### src/rtl/ir_biphase_decoder.sv
module ir_biphase_decoder #(
  parameter int HALF_MIN    = 36,
  parameter int HALF_MAX    = 52,
  parameter int FRAME_BITS  = 14,
  parameter int CW          = 8,
  parameter int MIN_SAMPLES = 4
) (
  input  logic          clk,
  input  logic          rst,
  input  logic          start,
  input  logic [CW-1:0] count,
  input  logic          in_valid,
  input  logic [7:0]    in_data,
  output logic          in_ready,
  output logic          done,
  output logic          err,
  output logic [4:0]    sys,
  output logic [5:0]    cmd,
  output logic          toggle,
  output logic [15:0]   scancode
);

  localparam int NHALF    = 2 * FRAME_BITS;
  localparam int LONG_MAX = 2 * HALF_MAX;
  localparam int HW       = $clog2(NHALF + 3);

  typedef enum logic [1:0] {S_IDLE, S_COLL, S_FIN, S_DRAIN} state_t;

  state_t           state;
  logic [CW-1:0]    rem;
  logic [NHALF-1:0] hb;
  logic [HW-1:0]    hcnt;
  logic             abort;

  logic       lvl;
  logic [6:0] dur;
  logic       is_one, is_two, is_end, is_bad;
  logic [1:0] add;
  logic [HW-1:0] ncnt;
  logic       take, stop_full, stop_fix;

  assign lvl    = in_data[7];
  assign dur    = in_data[6:0];
  assign is_one = dur >= 7'(HALF_MIN) && dur <= 7'(HALF_MAX);
  assign is_two = dur >  7'(HALF_MAX) && dur <= 7'(LONG_MAX);
  assign is_end = lvl && dur > 7'(LONG_MAX);
  assign is_bad = !is_end && !is_one && !is_two;
  assign add    = is_two ? 2'd2 : (is_one ? 2'd1 : 2'd0);
  assign ncnt   = hcnt + HW'(add);

  assign in_ready  = state == S_COLL || state == S_DRAIN;
  assign take      = in_valid && in_ready;
  assign stop_full = ncnt >= HW'(NHALF);
  assign stop_fix  = ncnt == HW'(NHALF - 1) && !lvl && (is_one || is_two);

  logic [NHALF-1:0]      hbx;
  logic [FRAME_BITS-1:0] word;
  logic                  pair_bad, fin_err;

  always_comb begin
    hbx = hb;
    if (hcnt == HW'(NHALF - 1)) hbx[NHALF-1] = 1'b1;
    word = '0;
    pair_bad = 1'b0;
    for (int i = 0; i < FRAME_BITS; i++) begin
      word[FRAME_BITS-1-i] = hbx[2*i];
      if (hbx[2*i] == hbx[2*i+1]) pair_bad = 1'b1;
    end
  end

  assign fin_err = abort || pair_bad ||
                   !(hcnt == HW'(NHALF) || hcnt == HW'(NHALF - 1));

  always_ff @(posedge clk) begin
    if (rst) begin
      state    <= S_IDLE;
      rem      <= '0;
      hb       <= '0;
      hcnt     <= '0;
      abort    <= 1'b0;
      done     <= 1'b0;
      err      <= 1'b0;
      sys      <= '0;
      cmd      <= '0;
      toggle   <= 1'b0;
      scancode <= '0;
    end else begin
      done <= 1'b0;
      case (state)
        S_IDLE: begin
          if (start && count != '0) begin
            rem   <= count;
            hb    <= {{(NHALF-1){1'b0}}, 1'b1};
            hcnt  <= HW'(1);
            abort <= 1'b0;
            state <= (count < CW'(MIN_SAMPLES)) ? S_DRAIN : S_COLL;
          end
        end
        S_COLL: begin
          if (take) begin
            rem <= rem - 1'b1;
            if (is_end) begin
              state <= S_FIN;
            end else if (is_bad) begin
              abort <= 1'b1;
              state <= S_FIN;
            end else begin
              for (int k = 0; k < NHALF; k++) begin
                if (k == int'(hcnt))
                  hb[k] <= lvl;
                else if (k == int'(hcnt) + 1 && add == 2'd2)
                  hb[k] <= lvl;
              end
              if (stop_fix) begin
                hb[NHALF-1] <= 1'b1;
                hcnt <= ncnt + 1'b1;
              end else begin
                hcnt <= ncnt;
              end
              if (stop_full || stop_fix || rem == CW'(1))
                state <= S_FIN;
            end
          end
        end
        S_FIN: begin
          done <= 1'b1;
          err  <= fin_err;
          if (fin_err) begin
            sys      <= '0;
            cmd      <= '0;
            toggle   <= 1'b0;
            scancode <= '0;
          end else begin
            sys      <= word[10:6];
            cmd      <= word[5:0];
            toggle   <= word[11];
            scancode <= {3'b000, word[10:6], 2'b00, word[5:0]};
          end
          state <= (rem != '0) ? S_DRAIN : S_IDLE;
        end
        S_DRAIN: begin
          if (take) begin
            rem <= rem - 1'b1;
            if (rem == CW'(1)) state <= S_IDLE;
          end
        end
        default: state <= S_IDLE;
      endcase
    end
  end

endmodule

### config.mk
export PLATFORM = sky130hd
export DESIGN_NAME = ir_biphase_decoder
export DESIGN_NICKNAME = d
export VERILOG_FILES = /design/src/rtl/ir_biphase_decoder.sv
export SDC_FILE = /design/constraint.sdc
export NUM_CORES = 1
export LEC_CHECK = 0
export CORE_MARGIN = 2
export CORE_UTILIZATION = 50
export DETAILED_ROUTE_END_ITERATION = 12
export MAX_ROUTING_LAYER = met4
export PLACE_DENSITY = 0.76
export SYNTH_ARGS = -nofsm -noshare
export SYNTH_HDL_FRONTEND = slang
export SYNTH_SLANG_ARGS = --single-unit
### constraint.sdc
create_clock -name clk -period 3.5 [get_ports clk]
set_input_delay 0.525 -clock clk [delete_from_list [all_inputs] [get_ports clk]]
set_output_delay 0.525 -clock clk [all_outputs]
set_load 0.005 [all_outputs]
==> results of run 1 <==
## flip-flops by register name, indices dropped and copies added, names as in the netlist
| register | cells |
|---|---|
| hcnt | 5 |
| done | 1 |
| sys | 4 |
| hb | 28 |
| scancode | 2 |
| abort | 1 |
| rem | 8 |
| state | 2 |
| cmd | 5 |
| err | 1 |
| toggle | 1 |
## logic make-up after synthesis
logic type                 after synthesis  synth area share
xor gates and xnor gates                20            0.0532
DFF                                     58             0.325
and+or+nand+nor                        162             0.224
muxes                                    4            0.0112
AOI/OAI and AO/OA                      141             0.280
adders and majority gates                8            0.0273
other                                    1           0.00105
buffers and inverters                   53            0.0791
## cells in the mapped netlist (14+ instances only)
master    number  area share
a21oi_1       28       0.039
a22oi_1       15       0.031
a31oi_1       16       0.028
buf_4         16       0.034
clkbuf_1      17       0.018
dfxtp_1       58        0.32
nand2_1       28       0.029
nand3_1       14       0.020
nor2_1        50       0.052
nor3_1        20       0.028
o21ai_0       25       0.035
xnor2_1       14       0.034
## worst max-delay path, cell delays in order
cell	delay [ps]
clkdlybuf4s50_1	440
o21a_1	220
o32a_1	340
and2_1	210
xor2_1	160
ha_1	250
a32oi_2	240
xnor2_1	160
and4_1	350
o22ai_1	130
a22o_1	240
## power groups by stage
stage / Sequential [mW] / Clock, mW / Combinational [mW]
finish: 0.709 / 0.781 / 0.369
global route: 0.714 / 0.825 / 0.407
CTS: 0.708 / 0.788 / 0.363
detailed placement: 0.724 / 0 / 0.361
global placement: 0.723 / 0 / 0.353
floorplan: 0.715 / 0 / 0.264
## final cells by class
type,instances,area [µm²],share of cell area
Clock buffer,9,124,0.0291
Clock inverter,7,125,0.0294
Inverter,8,30.0,0.00705
Multi-Input combinational cell,340,2150,0.505
Sequential cell,58,1160,0.272
Tap cell,96,120,0.0282
Timing Repair Buffer,58,548,0.129
## worst min-delay path by stage
stage                  startpoint                  to  slack, ps  cells past startpoint
2_1_floorplan  abort$_SDFFE_PP0P_  abort$_SDFFE_PP0P_        440                      1
3_3_place_gp   abort$_SDFFE_PP0P_  abort$_SDFFE_PP0P_        460                      1
3_5_place_dp   abort$_SDFFE_PP0P_  abort$_SDFFE_PP0P_        460                      1
4_1_cts        abort$_SDFFE_PP0P_  abort$_SDFFE_PP0P_        480                      1
5_1_grt        abort$_SDFFE_PP0P_  abort$_SDFFE_PP0P_        510                      1
6_report       abort$_SDFFE_PP0P_  abort$_SDFFE_PP0P_        480                      1
## layer usage
metal / vias up / wire length [µm] / global-route usage
met2: 194 / 4240 / 0.389
li1: 1685 / - / -
met4: 0 / 242 / 0.116
met3: 31 / 839 / 0.0522
met1: 1606 / 4180 / 0.345
met5: - / 0 / -
## through the flow
step                setup WS [ps]  hold slack [ps]
global placement              241              462
detailed placement            116              460
floorplan                     658              442
finish                        475              481
global route                  288              505
CTS                           491              478
==> results by group, run 1 <==
Status
  • Status: complete, no violations

Worst hold path
  • Class of the worst hold path: flip-flop to flip-flop

Power and ir drop
  • Sw Share: 0.295
  • Sw Pwr: 0.548 mW
  • Total Power: 1.86 mW
  • Clock Power Share: 0.420
  • Pwr Density: 436 nW/µm²
  • Reg power frac: 0.381
  • Logic pwr share: 0.199
  • Cell Int Power: 1.31 mW
  • Leakage power: 1.53 nW
  • Maximum vdd drop: 232 µV

Detailed routing
  • Detailed Route Iter0 Violations: 373
  • Drt wl/cell: 16.5 µm
  • WL final: 9.50 mm
  • Via count: 3516
  • Pre-antenna DRT Iters: 5
  • Remaining antenna violation count after routing: 0
  • Vias/cell: 6.10
  • DRC viols: 0

Critical path
  • Crit end category: flip-flop
  • Critical Path RT: 3740 ps
  • Worst Path Max Fanout: 6
  • Setup CP Type: primary input to flip-flop
  • Arrival time at the worst endpoint: 3260 ps
  • Flop2flop setup slack: 550 ps
  • Worst Setup EP: hb[27]$_SDFFE_PP0P_
  • Reg2Reg Depth: 10
  • Worst setup SP type: primary input
  • RR Startpoint: hcnt[3]$_SDFFE_PP0P_
  • CP Launch Point: in_data[0]
  • Worst r2r dst: hb[20]$_SDFFE_PP0P_

Synthesis
  • Part of the Yosys area used for sequential elements: 0.325
  • Async set-reset flop share out of synthesis: 0
  • Avg Synthesized Cell Area: 8.00 µm²
  • Yosys reg bits: 58
  • Ys flop type: dfxtp_1
  • Netlist Area Pre-Place: 3580 µm²
  • EDFF count, synth: 0
  • Mapped Cells: 447
  • Netlist cell types: 70
  • Yosys warning total: 0

Clocking
  • Clock Pin Slew Worst Setup and Hold Paths: 80 ps
  • Clk_lat worst skew: 340 ps
  • Clk sinks: 58
  • Cts bufs inserted: 9
  • Hold_buf cts: 0
  • H-tree depth: 3
  • # resized after CTS: 0
  • Post-CTS Setup Bufs: 0
  • Clock tree from TritonCTS: yes
  • Clk root buf: clkbuf_8
  • Max clock buf depth: 2

STA
  • Max-slew violations: 0
  • Final Hold Vio Count: 0
  • Max Fclk: 0.331 GHz
  • Worst relative slew slack: 0.385
  • Worst slew pin tran: 919 ps
  • Setup tns final: 0 ps
  • Final setup fails: 0
  • Period Utilization, post-route: 0.864
  • Tmin final: 3030 ps
  • Skew final: 8.36 ps
  • RSZ-0062 raised after global routing: no

Placed design
  • DP Cell Count: 560
  • Number of port buffers: 45
  • GP Congestion: 0.943
  • Final HPWL DP: 6.72 mm
  • Placed cell areas: 4010 µm²

Die
  • Die W: 88.6 µm
  • Core area: 6870 µm²
  • Row count: 30
  • Initial Util: 0.521
  • I/O pins: 51
  • Die Span Y: 88.6 µm
  • Die area: 7840 µm²

Layout
  • Layout cells sized above 1: 0.0958
  • Fill count: 599
  • Commonest non-fill, non-tap cells in the layout: dfxtp_1, nor2_1, clkdlybuf4s50_1, nand2_1, a21oi_1
  • Layout area overhead: 19.2%
  • Fin area: 4260 µm²
  • Non-filler cells, final: 576
  • Most common cell after layout, fill and taps aside: dfxtp_1
  • Final net count: 502
  • Inserted Diodes: 0
  • Fin util: 0.620

Global routing
  • Largest net degree at the start of global routing: 49
  • GRT overflow: 0
  • Vias in the first global route: 3137
  • Total GRT Usage: 0.262
  • First-pass GRT wire length: 15.5 mm
  • Initial antenna violation count: 0

Run
  • Max-Cap Viols: 0
Note: power is estimated with default switching activity, not from simulation.
==> run 2: changes to the inputs <==
Settings changed: CAP_MARGIN set to 20.
==> results of run 2 <==
The final DEF is identical to that of run 1; final timing and power are the same.
